**config.mk**
```make
export PLATFORM = sky130hd
export DESIGN_NAME = audio_port_regs
export DESIGN_NICKNAME = d
export VERILOG_FILES = /design/src/rtl/audio_regs_pkg.sv /design/src/rtl/audio_glob_regs.sv /design/src/rtl/audio_pair_regs.sv /design/src/rtl/audio_port_regs.sv
export SDC_FILE = /design/constraint.sdc
export NUM_CORES = 1
export LEC_CHECK = 0
export BUFFER_PORTS_ARGS = -buffer_cell sky130_fd_sc_hd__buf_2
export CAP_MARGIN = 40
export CORE_AREA = 4 4 180 182
export CTS_BUF_LIST = sky130_fd_sc_hd__clkbuf_16
export DETAILED_ROUTE_END_ITERATION = 12
export DIE_AREA = 0 0 184 186
export GPL_TIMING_DRIVEN = 1
export SETUP_SLACK_MARGIN = 0.2
export SYNTH_ARGS = -nofsm -noshare
export SYNTH_HDL_FRONTEND = slang
export SYNTH_HIERARCHICAL = 1
export SYNTH_SLANG_ARGS = --single-unit
```
**constraint.sdc**
```tcl
create_clock -name clk -period 3 [get_ports clk]
set_input_delay 0.15 -clock clk [delete_from_list [all_inputs] [get_ports clk]]
set_output_delay 0.15 -clock clk [all_outputs]
set_load 0.02 [all_outputs]
```
**src/rtl/audio_regs_pkg.sv**
```systemverilog
package audio_regs_pkg;
  localparam int ADDR_W = 9;
  localparam int BUS_W  = 32;

  // global words
  localparam logic [ADDR_W-1:0] GL_GEN  = 9'h000;
  localparam logic [ADDR_W-1:0] GL_RXB  = 9'h004;
  localparam logic [ADDR_W-1:0] GL_TXB  = 9'h008;
  localparam logic [ADDR_W-1:0] GL_CLKE = 9'h00C;
  localparam logic [ADDR_W-1:0] GL_CCR  = 9'h010;
  localparam logic [ADDR_W-1:0] GL_RXFL = 9'h014;
  localparam logic [ADDR_W-1:0] GL_TXFL = 9'h018;
  localparam logic [ADDR_W-1:0] PAIR_BASE = 9'h020;
  localparam logic [ADDR_W-1:0] CFG_LO  = 9'h1F0;
  localparam logic [ADDR_W-1:0] CFG_HI  = 9'h1F4;

  // word index inside a pair group
  localparam logic [3:0] PW_LDATA = 4'd0;
  localparam logic [3:0] PW_RDATA = 4'd1;
  localparam logic [3:0] PW_RXEN  = 4'd2;
  localparam logic [3:0] PW_TXEN  = 4'd3;
  localparam logic [3:0] PW_RXRES = 4'd4;
  localparam logic [3:0] PW_TXRES = 4'd5;
  localparam logic [3:0] PW_STAT  = 4'd6;
  localparam logic [3:0] PW_MASK  = 4'd7;
  localparam logic [3:0] PW_RXOVR = 4'd8;
  localparam logic [3:0] PW_TXOVR = 4'd9;
  localparam logic [3:0] PW_RXTHR = 4'd10;
  localparam logic [3:0] PW_TXTHR = 4'd11;
  localparam logic [3:0] PW_RXFL  = 4'd12;
  localparam logic [3:0] PW_TXFL  = 4'd13;

  localparam logic [5:0] MASK_BITS = 6'h33;
endpackage

```
**src/rtl/audio_glob_regs.sv**
```systemverilog
module audio_glob_regs
  import audio_regs_pkg::*;
(
  input  logic              clk,
  input  logic              rst_n,
  input  logic              sel,
  input  logic              wr,
  input  logic [ADDR_W-1:0] addr,
  input  logic [4:0]        wdata,
  output logic [BUS_W-1:0]  rd_data,
  output logic              gen_q,
  output logic              rxb_q,
  output logic              txb_q,
  output logic              clke_q,
  output logic [4:0]        ccr_q,
  output logic              rx_flush_all,
  output logic              tx_flush_all
);
  logic wr_s, rd_s;
  assign wr_s = sel & wr;
  assign rd_s = sel & ~wr;

  always_ff @(posedge clk or negedge rst_n) begin
    if (!rst_n) begin
      gen_q  <= 1'b0;
      rxb_q  <= 1'b0;
      txb_q  <= 1'b0;
      clke_q <= 1'b0;
      ccr_q  <= '0;
    end else if (wr_s) begin
      case (addr)
        GL_GEN:  gen_q  <= wdata[0];
        GL_RXB:  rxb_q  <= wdata[0];
        GL_TXB:  txb_q  <= wdata[0];
        GL_CLKE: clke_q <= wdata[0];
        GL_CCR:  ccr_q  <= wdata;
        default: ;
      endcase
    end
  end

  assign rx_flush_all = wr_s && (addr == GL_RXFL) && wdata[0];
  assign tx_flush_all = wr_s && (addr == GL_TXFL) && wdata[0];

  always_comb begin
    rd_data = '0;
    if (rd_s) begin
      case (addr)
        GL_GEN:  rd_data = BUS_W'(gen_q);
        GL_RXB:  rd_data = BUS_W'(rxb_q);
        GL_TXB:  rd_data = BUS_W'(txb_q);
        GL_CLKE: rd_data = BUS_W'(clke_q);
        GL_CCR:  rd_data = BUS_W'(ccr_q);
        default: rd_data = '0;
      endcase
    end
  end
endmodule

```
**src/rtl/audio_pair_regs.sv**
```systemverilog
module audio_pair_regs
  import audio_regs_pkg::*;
#(
  parameter int TH_W = 4,
  localparam int WIN = (TH_W > 6) ? TH_W : 6
) (
  input  logic             clk,
  input  logic             rst_n,
  input  logic             acc_sel,
  input  logic             acc_wr,
  input  logic [3:0]       acc_word,
  input  logic [WIN-1:0]   acc_wdata,
  input  logic             flush_rx_all,
  input  logic             flush_tx_all,
  input  logic             gate_rx,
  input  logic             gate_tx,
  input  logic [BUS_W-1:0] rx_left,
  input  logic [BUS_W-1:0] rx_right,
  input  logic             rx_avail,
  input  logic             tx_empty,
  input  logic             rx_ovr_evt,
  input  logic             tx_ovr_evt,
  output logic [BUS_W-1:0] rd_data,
  output logic             rx_en_eff,
  output logic             tx_en_eff,
  output logic [2:0]       rx_res,
  output logic [2:0]       tx_res,
  output logic [TH_W-1:0]  rx_thr,
  output logic [TH_W-1:0]  tx_thr,
  output logic             rx_flush,
  output logic             tx_flush,
  output logic             irq
);
  logic       wr_s, rd_s;
  logic       rx_en_q, tx_en_q, rx_ovr_q, tx_ovr_q;
  logic [5:0] mask_q;
  logic [5:0] status;

  assign wr_s = acc_sel & acc_wr;
  assign rd_s = acc_sel & ~acc_wr;

  assign status = {tx_ovr_q, tx_empty, 2'b00, rx_ovr_q, rx_avail};
  assign irq    = |(status & ~mask_q);

  assign rx_en_eff = rx_en_q & gate_rx;
  assign tx_en_eff = tx_en_q & gate_tx;

  always_ff @(posedge clk or negedge rst_n) begin
    if (!rst_n) begin
      rx_en_q <= 1'b0;
      tx_en_q <= 1'b0;
      rx_res  <= '0;
      tx_res  <= '0;
      rx_thr  <= '0;
      tx_thr  <= '0;
      mask_q  <= MASK_BITS;
    end else if (wr_s) begin
      case (acc_word)
        PW_RXEN:  rx_en_q <= acc_wdata[0];
        PW_TXEN:  tx_en_q <= acc_wdata[0];
        PW_RXRES: rx_res  <= acc_wdata[2:0];
        PW_TXRES: tx_res  <= acc_wdata[2:0];
        PW_MASK:  mask_q  <= acc_wdata[5:0] & MASK_BITS;
        PW_RXTHR: rx_thr  <= acc_wdata[TH_W-1:0];
        PW_TXTHR: tx_thr  <= acc_wdata[TH_W-1:0];
        default: ;
      endcase
    end
  end

  // overrun flags: a new event outranks the clearing read
  always_ff @(posedge clk or negedge rst_n) begin
    if (!rst_n) begin
      rx_ovr_q <= 1'b0;
      tx_ovr_q <= 1'b0;
    end else begin
      rx_ovr_q <= rx_ovr_evt | (rx_ovr_q & ~(rd_s && acc_word == PW_RXOVR));
      tx_ovr_q <= tx_ovr_evt | (tx_ovr_q & ~(rd_s && acc_word == PW_TXOVR));
    end
  end

  always_ff @(posedge clk or negedge rst_n) begin
    if (!rst_n) begin
      rx_flush <= 1'b0;
      tx_flush <= 1'b0;
    end else begin
      rx_flush <= flush_rx_all | (wr_s && acc_word == PW_RXFL && acc_wdata[0]);
      tx_flush <= flush_tx_all | (wr_s && acc_word == PW_TXFL && acc_wdata[0]);
    end
  end

  always_comb begin
    rd_data = '0;
    if (rd_s) begin
      case (acc_word)
        PW_LDATA: rd_data = rx_left;
        PW_RDATA: rd_data = rx_right;
        PW_RXEN:  rd_data = BUS_W'(rx_en_q);
        PW_TXEN:  rd_data = BUS_W'(tx_en_q);
        PW_RXRES: rd_data = BUS_W'(rx_res);
        PW_TXRES: rd_data = BUS_W'(tx_res);
        PW_STAT:  rd_data = BUS_W'(status);
        PW_MASK:  rd_data = BUS_W'(mask_q);
        PW_RXOVR: rd_data = BUS_W'(rx_ovr_q);
        PW_TXOVR: rd_data = BUS_W'(tx_ovr_q);
        PW_RXTHR: rd_data = BUS_W'(rx_thr);
        PW_TXTHR: rd_data = BUS_W'(tx_thr);
        default:  rd_data = '0;
      endcase
    end
  end
endmodule

```
**src/rtl/audio_port_regs.sv**
```systemverilog
module audio_port_regs
  import audio_regs_pkg::*;
#(
  parameter int       NP          = 4,
  parameter int       FIFO_DEPTH  = 16,
  parameter bit [2:0] TX_WS_CODE  = 3'd4,
  parameter bit [2:0] RX_WS_CODE  = 3'd4,
  parameter bit       HAS_TX      = 1'b1,
  parameter bit       HAS_RX      = 1'b1,
  parameter bit       IS_MASTER   = 1'b1,
  localparam int      TH_W        = $clog2(FIFO_DEPTH),
  localparam int      PW          = (NP > 1) ? $clog2(NP) : 1
) (
  input  logic                 clk,
  input  logic                 rst_n,
  input  logic                 bus_sel_i,
  input  logic                 bus_wr_i,
  input  logic [ADDR_W-1:0]    bus_addr_i,
  input  logic [BUS_W-1:0]     bus_wdata_i,
  output logic [BUS_W-1:0]     bus_rdata_o,
  output logic                 glb_en_o,
  output logic                 rx_blk_en_o,
  output logic                 tx_blk_en_o,
  output logic                 clk_en_o,
  output logic [4:0]           clk_cfg_o,
  output logic [NP-1:0]        rx_ch_en_o,
  output logic [NP-1:0]        tx_ch_en_o,
  output logic [NP*3-1:0]      rx_res_o,
  output logic [NP*3-1:0]      tx_res_o,
  output logic [NP*TH_W-1:0]   rx_thr_o,
  output logic [NP*TH_W-1:0]   tx_thr_o,
  output logic [NP-1:0]        rx_flush_o,
  output logic [NP-1:0]        tx_flush_o,
  output logic                 tx_push_o,
  output logic [PW-1:0]        tx_push_pair_o,
  output logic                 tx_push_right_o,
  output logic [BUS_W-1:0]     tx_push_data_o,
  output logic                 rx_pop_o,
  output logic [PW-1:0]        rx_pop_pair_o,
  output logic                 rx_pop_right_o,
  input  logic [NP*BUS_W-1:0]  rx_left_i,
  input  logic [NP*BUS_W-1:0]  rx_right_i,
  input  logic [NP-1:0]        rx_avail_i,
  input  logic [NP-1:0]        tx_empty_i,
  input  logic [NP-1:0]        rx_ovr_evt_i,
  input  logic [NP-1:0]        tx_ovr_evt_i,
  output logic                 irq_o
);
  localparam int WIN = (TH_W > 6) ? TH_W : 6;
  localparam logic [1:0] CH_CODE = 2'($clog2(NP));
  localparam logic [1:0] FD_CODE = 2'($clog2(FIFO_DEPTH) - 1);
  localparam logic [BUS_W-1:0] CFG_HI_VAL = {13'd0, TX_WS_CODE, 5'd0, CH_CODE, CH_CODE,
                                             HAS_RX, HAS_TX, IS_MASTER, FD_CODE, 2'd2};
  localparam logic [BUS_W-1:0] CFG_LO_VAL = BUS_W'(RX_WS_CODE);
  localparam logic [2:0] NP_L = 3'(NP);

  // ---- address decode ----
  logic [ADDR_W-1:0] off;
  logic [2:0]        pair_sel;
  logic [3:0]        word;
  logic              pair_hit, data_acc;

  assign off      = bus_addr_i - PAIR_BASE;
  assign pair_sel = off[8:6];
  assign word     = off[5:2];
  assign pair_hit = (bus_addr_i >= PAIR_BASE) && (pair_sel < NP_L) &&
                    (word <= PW_TXFL) && (off[1:0] == 2'b00);
  assign data_acc = pair_hit && (word <= PW_RDATA);

  // ---- global words ----
  logic [BUS_W-1:0] glob_rdata;
  logic gen_q, rxb_q, txb_q, clke_q, rx_fl_all, tx_fl_all;

  audio_glob_regs u_glob (
    .clk          (clk),
    .rst_n        (rst_n),
    .sel          (bus_sel_i),
    .wr           (bus_wr_i),
    .addr         (bus_addr_i),
    .wdata        (bus_wdata_i[4:0]),
    .rd_data      (glob_rdata),
    .gen_q        (gen_q),
    .rxb_q        (rxb_q),
    .txb_q        (txb_q),
    .clke_q       (clke_q),
    .ccr_q        (clk_cfg_o),
    .rx_flush_all (rx_fl_all),
    .tx_flush_all (tx_fl_all)
  );

  assign glb_en_o    = gen_q;
  assign rx_blk_en_o = gen_q & rxb_q;
  assign tx_blk_en_o = gen_q & txb_q;
  assign clk_en_o    = gen_q & clke_q;

  // ---- channel pair groups ----
  logic [BUS_W-1:0] pair_rdata [NP];
  logic [NP-1:0]    pair_irq;

  for (genvar n = 0; n < NP; n++) begin : g_pair
    audio_pair_regs #(.TH_W(TH_W)) u_pair (
      .clk          (clk),
      .rst_n        (rst_n),
      .acc_sel      (bus_sel_i && pair_hit && (pair_sel == 3'(n))),
      .acc_wr       (bus_wr_i),
      .acc_word     (word),
      .acc_wdata    (bus_wdata_i[WIN-1:0]),
      .flush_rx_all (rx_fl_all),
      .flush_tx_all (tx_fl_all),
      .gate_rx      (rx_blk_en_o),
      .gate_tx      (tx_blk_en_o),
      .rx_left      (rx_left_i[n*BUS_W +: BUS_W]),
      .rx_right     (rx_right_i[n*BUS_W +: BUS_W]),
      .rx_avail     (rx_avail_i[n]),
      .tx_empty     (tx_empty_i[n]),
      .rx_ovr_evt   (rx_ovr_evt_i[n]),
      .tx_ovr_evt   (tx_ovr_evt_i[n]),
      .rd_data      (pair_rdata[n]),
      .rx_en_eff    (rx_ch_en_o[n]),
      .tx_en_eff    (tx_ch_en_o[n]),
      .rx_res       (rx_res_o[n*3 +: 3]),
      .tx_res       (tx_res_o[n*3 +: 3]),
      .rx_thr       (rx_thr_o[n*TH_W +: TH_W]),
      .tx_thr       (tx_thr_o[n*TH_W +: TH_W]),
      .rx_flush     (rx_flush_o[n]),
      .tx_flush     (tx_flush_o[n]),
      .irq          (pair_irq[n])
    );
  end

  assign irq_o = |pair_irq;

  // ---- read return ----
  always_comb begin
    bus_rdata_o = glob_rdata;
    for (int n = 0; n < NP; n++) bus_rdata_o = bus_rdata_o | pair_rdata[n];
    if (bus_sel_i && !bus_wr_i) begin
      if (bus_addr_i == CFG_HI) bus_rdata_o = CFG_HI_VAL;
      if (bus_addr_i == CFG_LO) bus_rdata_o = CFG_LO_VAL;
    end
  end

  // ---- sample pass-through ----
  assign rx_pop_o       = bus_sel_i && !bus_wr_i && data_acc;
  assign rx_pop_pair_o  = off[6 +: PW];
  assign rx_pop_right_o = word[0];

  always_ff @(posedge clk or negedge rst_n) begin
    if (!rst_n) begin
      tx_push_o       <= 1'b0;
      tx_push_pair_o  <= '0;
      tx_push_right_o <= 1'b0;
      tx_push_data_o  <= '0;
    end else begin
      tx_push_o <= bus_sel_i && bus_wr_i && data_acc;
      if (bus_sel_i && bus_wr_i && data_acc) begin
        tx_push_pair_o  <= off[6 +: PW];
        tx_push_right_o <= word[0];
        tx_push_data_o  <= bus_wdata_i;
      end
    end
  end
endmodule

```
==> impl_metrics.json <==
{
  "nNetsFinal": 1922,
  "utilization": 0.468,
  "maxSlewViolCount": 0,
  "worstMarginPinSlew_ns": 0.756,
  "post_synth.cell_area_avg_um2": 9.38,
  "die_w_um": 184,
  "gp_congestion": 0.921,
  "cp-end-kind": "primary output",
  "slew_headroom": 0.494,
  "route.detailed.drc": 0,
  "synth_top_flop_cell": "dfrtp_1",
  "grt_pass1_wl_mm": 66.9,
  "finalWorstSetupSlack_ns": 0.164,
  "finalSetupViolCount": 0,
  "min_period_ns": 2.84,
  "status": "finished clean",
  "grt-ovfl-total": 0,
  "cts_tree": "built",
  "p_leak_uw": 0.00678,
  "grt_setup_unrepaired": "yes",
  "cts_buffer_depth": 2,
  "start_util": 0.334,
  "syn_inst": 1089,
  "drive_above_1_share": 0.488,
  "wl_per_cell_um": 23.9,
  "final_antenna_net_count": 0,
  "clkTransAtPathRegs_ns": 0.06,
  "syn_to_final_growth_pct": 40.3,
  "fp-row-count": 64,
  "yosysSeqAreaShare": 0.347,
  "cts.sinks": 141,
  "async_flop_share": 1.00,
  "rrSetupSlack_ns": 2.09,
  "crit_arrival_ns": 2.69,
  "antenna_found_initial": 7,
  "dieHeight_um": 186,
  "first_global_vias": 10476,
  "hold_viol_final": 0,
  "finalWirelength_mm": 48.1,
  "cap_violations": 0,
  "powerDensity_nw_per_um2": 362,
  "irDropWorstVdd_v": 0.000361,
  "htreeDepth": 4,
  "worstSetupPathType": "input port to primary output",
  "dpl_worst_slack_ns": -0.0167,
  "skew_ns": 0,
  "synth_warnings": 6,
  "cts-root-buf": "clkbuf_16",
  "vias_per_cell": 5.53,
  "drtPass1Iterations": 6,
  "cp_max_fo": 6,
  "cp-start-kind": "input port",
  "syn_area_um2": 10200,
  "required_ns": 2.85,
  "dpl.hpwl_mm": 36.6,
  "dieArea_um2": 34200,
  "top_level_ports": 471,
  "portBuffers": 470,
  "grt_usage": 0.260,
  "synth_seq_cells": 141,
  "core_um2": 30600,
  "fmax_mhz": 353,
  "synth_cell_types": 55,
  "grt_max_degree": 111,
  "clk-insertion-delay-late_ns": 0.43,
  "first_iter_violations": 1321,
  "cts_buffers": 17,
  "num_vias": 11145,
  "fill_cells": 2987,
  "synth-edff-count": 0,
  "hold_path.class": "input port to flop",
  "post-route-period-util": 0.945
}
-- power breakdown --
group	leakage, uW	total, uW	internal, uW	switching [uW]
sequential	0.00186	2000	1960	35.8
combinational	0.00464	1030	436	591
clock	0.000277	2160	1240	920
-- metrics by stage --
step | power (uW) | instances | hold slack, ns | area, um2 | setup TNS [ns]
finish | 5180 | 2016 | 0.115 | 14300 | 0
global placement | 2980 | 1930 | 0.160 | 13100 | -0.105
floorplan | 2490 | 1115 | -0.146 | 10300 | 0
CTS | 5190 | 1998 | 0.108 | 14000 | 0
detailed placement | 2990 | 1930 | 0.167 | 13100 | -0.0167
global route | 5380 | 2014 | 0.101 | 14300 | 0
-- worst paths after layout --
kind,from,endpoint,cells past startpoint
worst max-delay path,bus_addr_i[5],bus_rdata_o[2],13
worst min-delay path,bus_wdata_i[5],tx_push_data_o[5]$_DFFE_PN0P_,2
worst max register to register,g_pair[3].u_pair/tx_ovr_q$_DFF_PN0_,g_pair[3].u_pair/tx_ovr_q$_DFF_PN0_,3
worst min register to register,tx_push_data_o[27]$_DFFE_PN0P_,tx_push_data_o[27]$_DFFE_PN0P_,1
max in group asynchronous,rst_n,g_pair[1].u_pair/mask_q[4]$_DFFE_PN1P_,3
min in group asynchronous,rst_n,tx_push_data_o[28]$_DFFE_PN0P_,2
-- state kept, by name, summed over array words and instances, names as in the netlist, 5 cells and up --
register              count
tx_push_data_o           32
g_pair.u_pair/mask_q     16
g_pair.u_pair/rx_thr     16
g_pair.u_pair/tx_thr     16
g_pair.u_pair/rx_res     12
g_pair.u_pair/tx_res     12
u_glob/ccr_q              5
-- worst max-delay path, stage by stage --
cell      delay [ns]
buf_2           0.13
buf_4           0.16
or4_1           0.52
nand4_1         0.24
buf_4           0.17
a211oi_2        0.04
nand3b_1        0.11
buf_4           0.18
buf_4           0.12
a21oi_1         0.03
nor3_1          0.42
nand3_1         0.20
buf_2           0.22
-- routing by layer --
metal,vias up,GRT usage,share of wire
li1,5000,-,-
met1,5457,0.368,0.42
met2,593,0.400,0.46
met3,89,0.0586,0.095
met4,6,0.0754,0.027
met5,-,0,0.00098
-- cells in the mapped netlist, types with 14 or more instances --
cell type / instances / area share
nand2_1: 55 / 0.020
dfrtp_1: 125 / 0.31
mux2_2: 103 / 0.11
a21o_1: 16 / 0.012
dfstp_2: 16 / 0.041
nor2_1: 149 / 0.055
buf_4: 42 / 0.031
a22oi_1: 104 / 0.076
inv_1: 28 / 0.010
nand3b_1: 17 / 0.012
nand3_1: 23 / 0.011
o21ai_0: 26 / 0.013
nor3_1: 38 / 0.019
nor2b_1: 14 / 0.0086
buf_2: 44 / 0.022
a21oi_1: 47 / 0.023
a32oi_1: 16 / 0.014
mux2_4: 29 / 0.043
and2_1: 16 / 0.0098
-- placed cells by master (no fill, tap or decap), types with 20 or more instances in the layout --
| cell | count |
|---|---|
| a21oi_1 | 46 |
| a22oi_1 | 104 |
| buf_2 | 457 |
| buf_4 | 68 |
| clkbuf_16 | 20 |
| conb_1 | 27 |
| dfrtp_1 | 125 |
| dlygate4sd3_1 | 35 |
| inv_1 | 27 |
| mux2_2 | 103 |
| mux2_4 | 29 |
| nand2_1 | 55 |
| nand3_1 | 23 |
| nor2_1 | 148 |
| nor3_1 | 34 |
| o21ai_0 | 26 |
-- cells by family after synthesis --
| logic type | Yosys count | synth area share |
|---|---|---|
| AOI/OAI and AO/OA | 264 | 0.187 |
| other | 1 | 0.000367 |
| buffers and inverters | 133 | 0.0778 |
| adders and majority gates | 1 | 0.00122 |
| muxes | 142 | 0.171 |
| xor gates and xnor gates | 1 | 0.000857 |
| DFF | 141 | 0.347 |
| and+or+nand+nor | 406 | 0.214 |
-- cell type report --
class                           count  area, um2  share of cell area
Antenna cell                        4       10.0            0.000699
Clock buffer                       17        425              0.0297
Clock inverter                     14        159              0.0111
Inverter                           28        105             0.00733
Multi-Input combinational cell    841       6140               0.428
Sequential cell                   141       3550               0.248
Tap cell                          396        495              0.0346
Timing Repair Buffer              575       3450               0.241
-- timing repair --
action,4_1_cts,5_1_grt
endpoints found under the setup margin,29,31
resized for setup,9,26
setup buffers,2,11
endpoints found under the hold margin,91,0
pin swaps,2,6
gates cloned,0,3
hold buffers,35,0
Power figures use the tool's default switching activity.
